**config.mk**
```make
export PLATFORM = sky130hd
export DESIGN_NAME = mini_rv_core
export DESIGN_NICKNAME = d
export VERILOG_FILES = /design/src/rtl/mini_core_pkg.sv /design/src/rtl/mc_decoder.sv /design/src/rtl/mc_immgen.sv /design/src/rtl/mc_alu.sv /design/src/rtl/mc_loadext.sv /design/src/rtl/mc_regfile.sv /design/src/rtl/mini_rv_core.sv
export SDC_FILE = /design/constraint.sdc
export NUM_CORES = 2
export LEC_CHECK = 0
export BUFFER_PORTS_ARGS = -buffer_cell sky130_fd_sc_hd__buf_2
export CAP_MARGIN = 20
export CORE_UTILIZATION = 40
export CTS_BUF_LIST = sky130_fd_sc_hd__clkbuf_4
export DETAILED_ROUTE_END_ITERATION = 16
export PLACE_DENSITY = 0.61
export SYNTH_ARGS = -nofsm -noshare
export SYNTH_HDL_FRONTEND = slang
export SYNTH_SLANG_ARGS = --single-unit
```
**constraint.sdc**
```tcl
create_clock -name clk -period 18.5 [get_ports clk]
set_input_delay 3.7 -clock clk [delete_from_list [all_inputs] [get_ports clk]]
set_output_delay 3.7 -clock clk [all_outputs]
set_load 0.005 [all_outputs]
```
**src/rtl/mini_core_pkg.sv**
```systemverilog
package mini_core_pkg;

    localparam logic [6:0] OPC_LUI   = 7'b0110111;
    localparam logic [6:0] OPC_AUIPC = 7'b0010111;
    localparam logic [6:0] OPC_JAL   = 7'b1101111;
    localparam logic [6:0] OPC_JALR  = 7'b1100111;
    localparam logic [6:0] OPC_LOAD  = 7'b0000011;
    localparam logic [6:0] OPC_OPIMM = 7'b0010011;

    typedef enum logic [2:0] {
        ST_FETCH,
        ST_IWAIT,
        ST_EXEC,
        ST_LWAIT,
        ST_HALT
    } core_state_t;

    typedef enum logic [2:0] {
        ALU_ADD,
        ALU_SLT,
        ALU_SLTU,
        ALU_XOR,
        ALU_OR,
        ALU_AND,
        ALU_PASSB
    } alu_op_t;

    typedef enum logic [1:0] { FMT_I, FMT_U, FMT_J } imm_fmt_t;
    typedef enum logic [1:0] { WB_ALU, WB_LINK, WB_LOAD } wb_sel_t;
    typedef enum logic [1:0] { PC_SEQ, PC_JAL, PC_JALR } pc_sel_t;
    typedef enum logic [1:0] { LD_B, LD_H, LD_W } ld_size_t;

    typedef struct packed {
        logic     legal;
        logic     rd_we;
        wb_sel_t  wb;
        pc_sel_t  pcs;
        imm_fmt_t fmt;
        alu_op_t  op;
        logic     a_pc;
        logic     is_load;
        ld_size_t lsz;
        logic     lzx;
    } ctl_t;

endpackage

```
**src/rtl/mc_decoder.sv**
```systemverilog
module mc_decoder
    import mini_core_pkg::*;
(
    input  logic [6:0] opcode,
    input  logic [2:0] funct3,
    output ctl_t       ctl
);

    always_comb begin
        ctl = '0;
        case (opcode)
            OPC_LUI: begin
                ctl.legal = 1'b1;
                ctl.rd_we = 1'b1;
                ctl.fmt   = FMT_U;
                ctl.op    = ALU_PASSB;
            end
            OPC_AUIPC: begin
                ctl.legal = 1'b1;
                ctl.rd_we = 1'b1;
                ctl.fmt   = FMT_U;
                ctl.op    = ALU_ADD;
                ctl.a_pc  = 1'b1;
            end
            OPC_JAL: begin
                ctl.legal = 1'b1;
                ctl.rd_we = 1'b1;
                ctl.wb    = WB_LINK;
                ctl.pcs   = PC_JAL;
                ctl.fmt   = FMT_J;
                ctl.op    = ALU_ADD;
                ctl.a_pc  = 1'b1;
            end
            OPC_JALR: begin
                ctl.legal = (funct3 == 3'b000);
                ctl.rd_we = 1'b1;
                ctl.wb    = WB_LINK;
                ctl.pcs   = PC_JALR;
                ctl.fmt   = FMT_I;
                ctl.op    = ALU_ADD;
            end
            OPC_LOAD: begin
                ctl.rd_we   = 1'b1;
                ctl.wb      = WB_LOAD;
                ctl.fmt     = FMT_I;
                ctl.op      = ALU_ADD;
                ctl.is_load = 1'b1;
                case (funct3)
                    3'b000: begin ctl.legal = 1'b1; ctl.lsz = LD_B; end
                    3'b001: begin ctl.legal = 1'b1; ctl.lsz = LD_H; end
                    3'b010: begin ctl.legal = 1'b1; ctl.lsz = LD_W; end
                    3'b100: begin ctl.legal = 1'b1; ctl.lsz = LD_B; ctl.lzx = 1'b1; end
                    3'b101: begin ctl.legal = 1'b1; ctl.lsz = LD_H; ctl.lzx = 1'b1; end
                    default: ctl.legal = 1'b0;
                endcase
            end
            OPC_OPIMM: begin
                ctl.rd_we = 1'b1;
                ctl.fmt   = FMT_I;
                ctl.legal = 1'b1;
                case (funct3)
                    3'b000:  ctl.op = ALU_ADD;
                    3'b010:  ctl.op = ALU_SLT;
                    3'b011:  ctl.op = ALU_SLTU;
                    3'b100:  ctl.op = ALU_XOR;
                    3'b110:  ctl.op = ALU_OR;
                    3'b111:  ctl.op = ALU_AND;
                    default: ctl.legal = 1'b0;
                endcase
            end
            default: ctl.legal = 1'b0;
        endcase
    end

endmodule

```
**src/rtl/mc_immgen.sv**
```systemverilog
module mc_immgen
    import mini_core_pkg::*;
#(
    parameter int XLEN = 32
) (
    input  logic [31:12]    ir_hi,
    input  imm_fmt_t        fmt,
    output logic [XLEN-1:0] imm
);

    localparam int I_EXT = XLEN - 12;
    localparam int U_EXT = XLEN - 31;
    localparam int J_EXT = XLEN - 21;

    logic [XLEN-1:0] imm_i, imm_u, imm_j;

    assign imm_i = {{I_EXT{ir_hi[31]}}, ir_hi[31:20]};
    assign imm_u = {{U_EXT{ir_hi[31]}}, ir_hi[30:12], 12'b0};
    // bit 20 of the offset sits at ir[31]; the rest are scattered
    assign imm_j = {{J_EXT{ir_hi[31]}}, ir_hi[31], ir_hi[19:12], ir_hi[20],
                    ir_hi[30:21], 1'b0};

    always_comb begin
        case (fmt)
            FMT_U:   imm = imm_u;
            FMT_J:   imm = imm_j;
            default: imm = imm_i;
        endcase
    end

endmodule

```
**src/rtl/mc_alu.sv**
```systemverilog
module mc_alu
    import mini_core_pkg::*;
#(
    parameter int XLEN = 32
) (
    input  logic [XLEN-1:0] a,
    input  logic [XLEN-1:0] b,
    input  alu_op_t         op,
    output logic [XLEN-1:0] y
);

    always_comb begin
        case (op)
            ALU_ADD:   y = a + b;
            ALU_SLT:   y = XLEN'($signed(a) < $signed(b));
            ALU_SLTU:  y = XLEN'(a < b);
            ALU_XOR:   y = a ^ b;
            ALU_OR:    y = a | b;
            ALU_AND:   y = a & b;
            ALU_PASSB: y = b;
            default:   y = '0;
        endcase
    end

endmodule

```
**src/rtl/mc_loadext.sv**
```systemverilog
module mc_loadext
    import mini_core_pkg::*;
#(
    parameter int XLEN = 32
) (
    input  logic [XLEN-1:0] word,
    input  logic [1:0]      lane,
    input  ld_size_t        lsz,
    input  logic            lzx,
    output logic [XLEN-1:0] y
);

    logic [7:0]  byte_v;
    logic [15:0] half_v;

    assign byte_v = word[{lane, 3'b000} +: 8];
    assign half_v = word[{lane[1], 4'b0000} +: 16];

    always_comb begin
        case (lsz)
            LD_B:    y = lzx ? XLEN'(byte_v) : {{(XLEN-8){byte_v[7]}}, byte_v};
            LD_H:    y = lzx ? XLEN'(half_v) : {{(XLEN-16){half_v[15]}}, half_v};
            default: y = word;
        endcase
    end

endmodule

```
**src/rtl/mc_regfile.sv**
```systemverilog
module mc_regfile #(
    parameter int XLEN = 32,
    parameter int NREG = 32
) (
    input  logic                    clk,
    input  logic                    rst,
    input  logic                    we,
    input  logic [$clog2(NREG)-1:0] waddr,
    input  logic [XLEN-1:0]         wdata,
    input  logic [$clog2(NREG)-1:0] raddr,
    output logic [XLEN-1:0]         rdata
);

    localparam int AW = $clog2(NREG);

    logic [XLEN-1:0] rd_vec [NREG];

    assign rd_vec[0] = '0;

    for (genvar g = 1; g < NREG; g++) begin : g_row
        logic [XLEN-1:0] q;
        always_ff @(posedge clk) begin
            if (we && waddr == AW'(g)) begin
                q <= wdata;
            end
        end
        assign rd_vec[g] = q;
    end

    assign rdata = rd_vec[raddr];

    // a write aimed at x0 leaves x0 reading zero
    p_x0_discard_r2: assert property (@(posedge clk) disable iff (rst)
        (we && waddr == '0 && raddr == '0) |=> (rdata == '0));

    // a write to another register is visible on the next read
    p_wr_visible_r7: assert property (@(posedge clk) disable iff (rst)
        (we && waddr != '0 && raddr == waddr) |=>
            ($stable(raddr) -> rdata == $past(wdata)));

endmodule

```
**src/rtl/mini_rv_core.sv**
```systemverilog
module mini_rv_core
    import mini_core_pkg::*;
#(
    parameter int XLEN = 32,
    parameter int NREG = 32
) (
    input  logic            clk,
    input  logic            rst,
    output logic            mem_rd,
    output logic            mem_fetch,
    output logic [XLEN-1:0] mem_addr,
    input  logic [XLEN-1:0] mem_rdata,
    output logic            halted
);

    localparam int AW = $clog2(NREG);

    core_state_t     state_q, state_d;
    logic [XLEN-1:0] pc_q, ir_q;
    logic [XLEN-1:0] pc_plus4, next_pc, imm, alu_a, alu_y, ld_val, wb_val, rs1_val;
    logic            rf_we;
    ctl_t            ctl;

    mc_decoder u_dec (
        .opcode (ir_q[6:0]),
        .funct3 (ir_q[14:12]),
        .ctl    (ctl)
    );

    mc_immgen #(.XLEN(XLEN)) u_imm (
        .ir_hi (ir_q[31:12]),
        .fmt   (ctl.fmt),
        .imm   (imm)
    );

    mc_regfile #(.XLEN(XLEN), .NREG(NREG)) u_rf (
        .clk   (clk),
        .rst   (rst),
        .we    (rf_we),
        .waddr (ir_q[7+AW-1:7]),
        .wdata (wb_val),
        .raddr (ir_q[15+AW-1:15]),
        .rdata (rs1_val)
    );

    assign alu_a = ctl.a_pc ? pc_q : rs1_val;

    mc_alu #(.XLEN(XLEN)) u_alu (
        .a  (alu_a),
        .b  (imm),
        .op (ctl.op),
        .y  (alu_y)
    );

    mc_loadext #(.XLEN(XLEN)) u_ld (
        .word (mem_rdata),
        .lane (alu_y[1:0]),
        .lsz  (ctl.lsz),
        .lzx  (ctl.lzx),
        .y    (ld_val)
    );

    assign pc_plus4 = pc_q + XLEN'(4);

    always_comb begin
        case (ctl.pcs)
            PC_JAL:  next_pc = alu_y;
            PC_JALR: next_pc = {alu_y[XLEN-1:1], 1'b0};
            default: next_pc = pc_plus4;
        endcase
    end

    always_comb begin
        case (ctl.wb)
            WB_LINK: wb_val = pc_plus4;
            WB_LOAD: wb_val = ld_val;
            default: wb_val = alu_y;
        endcase
    end

    // next state
    always_comb begin
        state_d = state_q;
        unique case (state_q)
            ST_FETCH: state_d = (pc_q[1:0] != 2'b00) ? ST_HALT : ST_IWAIT;
            ST_IWAIT: state_d = ST_EXEC;
            ST_EXEC: begin
                if (!ctl.legal)       state_d = ST_HALT;
                else if (ctl.is_load) state_d = ST_LWAIT;
                else                  state_d = ST_FETCH;
            end
            ST_LWAIT: state_d = ST_FETCH;
            ST_HALT:  state_d = ST_HALT;
            default:  state_d = ST_HALT;
        endcase
    end

    // state register with program counter and instruction
    always_ff @(posedge clk) begin
        if (rst) begin
            state_q <= ST_FETCH;
            pc_q    <= '0;
            ir_q    <= '0;
        end else begin
            state_q <= state_d;
            if (state_q == ST_IWAIT) begin
                ir_q <= mem_rdata;
            end
            if (state_q == ST_EXEC && ctl.legal && !ctl.is_load) begin
                pc_q <= next_pc;
            end else if (state_q == ST_LWAIT) begin
                pc_q <= pc_plus4;
            end
        end
    end

    // outputs
    always_comb begin
        mem_rd    = 1'b0;
        mem_fetch = 1'b0;
        mem_addr  = pc_q;
        rf_we     = 1'b0;
        unique case (state_q)
            ST_FETCH: begin
                if (pc_q[1:0] == 2'b00) begin
                    mem_rd    = 1'b1;
                    mem_fetch = 1'b1;
                end
            end
            ST_EXEC: begin
                if (ctl.legal && ctl.is_load) begin
                    mem_rd   = 1'b1;
                    mem_addr = alu_y;
                end else if (ctl.legal) begin
                    rf_we = ctl.rd_we;
                end
            end
            ST_LWAIT: begin
                rf_we    = 1'b1;
                mem_addr = alu_y;
            end
            default: ;
        endcase
    end

    assign halted = (state_q == ST_HALT);

    p_fetch_aligned_r12: assert property (@(posedge clk) disable iff (rst)
        (mem_rd && mem_fetch) |-> (mem_addr[1:0] == 2'b00));

    p_halt_sticky_r11: assert property (@(posedge clk) disable iff (rst)
        halted |=> (halted && $stable(pc_q)));

    p_halt_quiet_r11: assert property (@(posedge clk) disable iff (rst)
        halted |-> !mem_rd);

    p_jalr_even_r6: assert property (@(posedge clk) disable iff (rst)
        (state_q == ST_EXEC && ctl.legal && ctl.pcs == PC_JALR) |=> !pc_q[0]);

    p_seq_step_r3: assert property (@(posedge clk) disable iff (rst)
        (state_q == ST_EXEC && ctl.legal && !ctl.is_load && ctl.pcs == PC_SEQ)
            |=> (pc_q == $past(pc_q) + XLEN'(4)));

    p_fetch_reply_r3: assert property (@(posedge clk) disable iff (rst)
        (mem_rd && mem_fetch) |=> (state_q == ST_IWAIT));

endmodule

```
==> out/results.txt <==
GRT Overall Usage: 0.235
Drt first pass iters: 6
Synth Flop Type: edfxtp_1
Total number of vias: 30006
Post-synth EDFFs: 992
Num CTS Buffers: 283
Max Slew Vio Count: 0
Crit path capture: mem_addr[27]
CP Buf/Inv Count: 3
CP Max Fanout: 44
Clock skew: 0.124 ns
Min Tclk post-route: 12.43 ns
Wirelength per Cell: 28.1 um
Combinational share of power: 0.226
Post-CTS sizing: 0
H-tree Lvls: 5
Routed vias/inst: 5.97
Remaining DRCs: 0
Die area: 0.121 mm^2
Starting density of the core: 0.404
Setup violators final: 0
CP arrival: 8.73 ns
HP Class: flop to flop
CTS tree: done
Hpwl dp: 84200 um
Combinational family with the most area after synthesis: multiplexers
Mapped Area: 0.0477 mm^2
Synth unique cells: 80
Fmax: 0.0804 GHz
CP max-delay cell: dfxtp_4
CTS clock-pin slew for the worst setup and hold paths: 0.05 ns
Critical path depth: 16
Post-Syn Area per Cell: 15.6 um^2
Final count of hold timing violations: 0
Clock Latency Late Sink: 1.17 ns
CP startpoint: ir_q[15]
Actual slew at the worst max-slew pin: 1.26 ns
Total power draw: 0.00640 W
Seq pwr share: 0.471
First-pass GRT wire length: 205000 um
Number of synthesized register bits: 1059
Status: finished, final reports clean
Antenna viol nets, final: 0
Worst flop-to-flop path endpoint: u_rf.g_row[29].q[20]
Initial antenna violation count: 2
CP max stage delay: 0.90 ns
IO Count: 69
Leakage: 17.6 nW
Crit-path cells: buf_4 > buf_4 > mux4_2 > mux4_2 > nor2b_1 > o31ai_1 > ha_1 > and3_1 > nand2_1 > nor3_1 > nor3b_1 > o21ai_0 > a221o_1 > a211o_1 > mux2_2 > buf_2
Row count: 126
Syn nets: 3189
Critical path class: flop to primary output
Core footprint: 0.118 mm^2
Die Width: 347 um
Sink Count: 1059
Number of global-route vias before repair: 29614
Hold buffers post-CTS: 0
Pwr Density: 119 mW/mm^2
Inst Count DP: 4551
Yosys Warn Count: 0
Share of cells above drive strength 1: 0.287
Fin cells: 5024
Setup TNS: 0 ns
Worst reg2reg path depth: 16
CP delay by family, top: buffers and inverters
Switch Pwr: 0.00192 W
Sw frac: 0.300
Clk buf depth: 4
Die height: 347 um
Mux cell area share after synthesis: 0.149
Unrepaired setup endpoints after global routing: no
Max Cap Viol: 0
Syn-to-layout area delta: 12.9%
Synth Area in Simple Gates: 0.0616
Routed WL: 141000 um
Clock root cell: clkbuf_4
Ys async rst share: 0
Starting DRT DRC Count: 3711
Int Power: 0.00448 W
Post-Synth Adder-Cell Area: 0.0277
Nets: 3452
Routability cong.: 0.996
Post-synthesis compound-gate area fraction: 0.0809
Mapped Cells: 3050
Reg2reg start: ir_q[15]
Global route overflow: 0
CP startpoint kind: flop
Postcts setup bufs: 0
Setup crit end kind: primary output
I/O Buffers: 68
Largest net degree at the start of global routing: 116
Worst ir drop on vdd: 60.1 uV
Sequential area share after synthesis: 0.652
Synth Area in XOR/XNOR: 0.00496
Clock share of power: 0.302
Tcrit/Tclk final: 0.672
Setup slack, reg-to-reg: 10.20 ns
Slew headroom: 0.152
Worst EP required: 14.80 ns
==> Yosys cell counts, types with 23 or more instances <==
| library cell | n | area share |
|---|---|---|
| a22o_1 | 32 | 0.0059 |
| o31ai_1 | 37 | 0.0058 |
| nor3_1 | 53 | 0.0056 |
| inv_1 | 98 | 0.0077 |
| nor2b_1 | 51 | 0.0067 |
| edfxtp_1 | 992 | 0.62 |
| nand2_1 | 212 | 0.017 |
| dfxtp_1 | 67 | 0.028 |
| buf_1 | 32 | 0.0025 |
| a21oi_1 | 157 | 0.016 |
| nand3_1 | 29 | 0.0030 |
| nor2_1 | 194 | 0.015 |
| a22oi_1 | 23 | 0.0036 |
| o22ai_1 | 29 | 0.0038 |
| mux2_2 | 50 | 0.012 |
| ha_1 | 104 | 0.027 |
| clkbuf_1 | 155 | 0.012 |
| mux4_2 | 288 | 0.14 |
| o21ai_0 | 114 | 0.012 |
==> area by class of cell <==
type	instances	area, um^2
Fill cell	10322	64200
Sequential cell	1059	31100
Multi-Input combinational cell	1697	15800
Clock buffer	384	2880
Tap cell	1536	1920
Timing Repair Buffer	173	1320
Clock inverter	71	388
Inverter	99	372
Antenna cell	5	12.5
==> worst reg2reg max path: stages (launching register included) <==
cell and delay (ns):
dfxtp_4 0.90, buf_4 0.76, buf_4 0.86, mux4_2 0.64, mux4_2 0.48, nor2b_1 0.28
o31ai_1 0.29, ha_1 0.53, or3_1 0.46, or4b_1 0.58, o211a_2 0.34, or3_1 0.39
a221oi_4 0.52, a21oi_4 0.09, buf_4 0.28, o21ai_2 0.51, buf_16 0.23
==> kinds of logic (layout without fill, tap and decap cells) <==
family,Yosys count,count (layout)
compound gates,586,586
buf+inv,294,727
flops,1059,1059
simple gates,636,636
mux,343,343
fa+ha+maj,105,105
xor+xnor,27,27
other cells,0,5
==> worst min path at each step <==
stage | from | end | slack [ns] | cells past startpoint
floorplan | ir_q[11] | ir_q[11] | 0.45 | 2
global placement | ir_q[11] | ir_q[11] | 0.46 | 2
detailed placement | ir_q[11] | ir_q[11] | 0.46 | 2
CTS | ir_q[11] | ir_q[11] | 0.47 | 2
global route | ir_q[11] | ir_q[11] | 0.49 | 2
finish | ir_q[11] | ir_q[11] | 0.48 | 2
==> power by group through the flow <==
stage | clock network (W) | registers (W) | logic [W]
final | 0.00194 | 0.00302 | 0.00145
after detailed placement | 0 | 0.00307 | 0.00136
after global routing | 0.00210 | 0.00302 | 0.00156
after CTS | 0.00198 | 0.00302 | 0.00137
after global placement | 0 | 0.00308 | 0.00134
after floorplan | 0 | 0.00305 | 0.000885
==> placed cells by master (no fill, tap or decap), types with 10 or more instances in the layout <==
master	Yosys	layout
mux2_2	50	50
a221o_1	12	12
nor2b_1	51	50
mux4_2	288	288
o21ai_2	10	19
o21ai_0	114	113
ha_1	104	104
nand3b_1	11	11
nand4_1	12	12
buf_2	7	68
nor2_4	0	24
o31ai_1	37	37
nand3_1	29	29
clkbuf_4	0	384
xor2_1	10	10
a211oi_1	21	21
nor2_1	194	169
dfxtp_1	67	61
o211ai_1	20	20
edfxtp_1	992	992
inv_1	98	98
and2_1	13	13
a22o_1	32	32
o21a_1	13	13
clkinv_1	1	51
a21oi_1	157	156
or3_1	11	11
nor3_1	53	46
xnor2_1	17	17
o22ai_1	29	29
buf_8	0	11
a22oi_1	23	23
a21o_1	18	18
a221oi_1	13	13
nand2_1	212	212
buf_4	0	88
==> layer usage <==
metal | track usage | vias to the layer above | wire, um
met3 | 0.0554 | 258 | 13100
met4 | 0.0806 | 0 | 3980
met2 | 0.359 | 1588 | 65000
li1 | - | 12771 | -
met5 | 0 | - | 0
met1 | 0.329 | 15389 | 59100
==> per-stage QoR <==
step | setup WS, ns | hold WS [ns] | utilization | cell area (um^2)
after floorplan | 9.52 | 0.445 | - | 47700
after global placement | 7.35 | 0.461 | 0.426 | 50300
after detailed placement | 7.23 | 0.463 | 0.426 | 50300
after CTS | 5.96 | 0.472 | 0.454 | 53600
after global routing | 5.47 | 0.490 | 0.456 | 53800
final | 6.07 | 0.476 | 0.456 | 53900
==> flip-flops by register name, summed over array words and instances, names as in the netlist <==
signal and cells:
state_q 3, ir_q 32, pc_q 32, u_rf.g_row.q 992
Power figures use the tool's default switching activity.
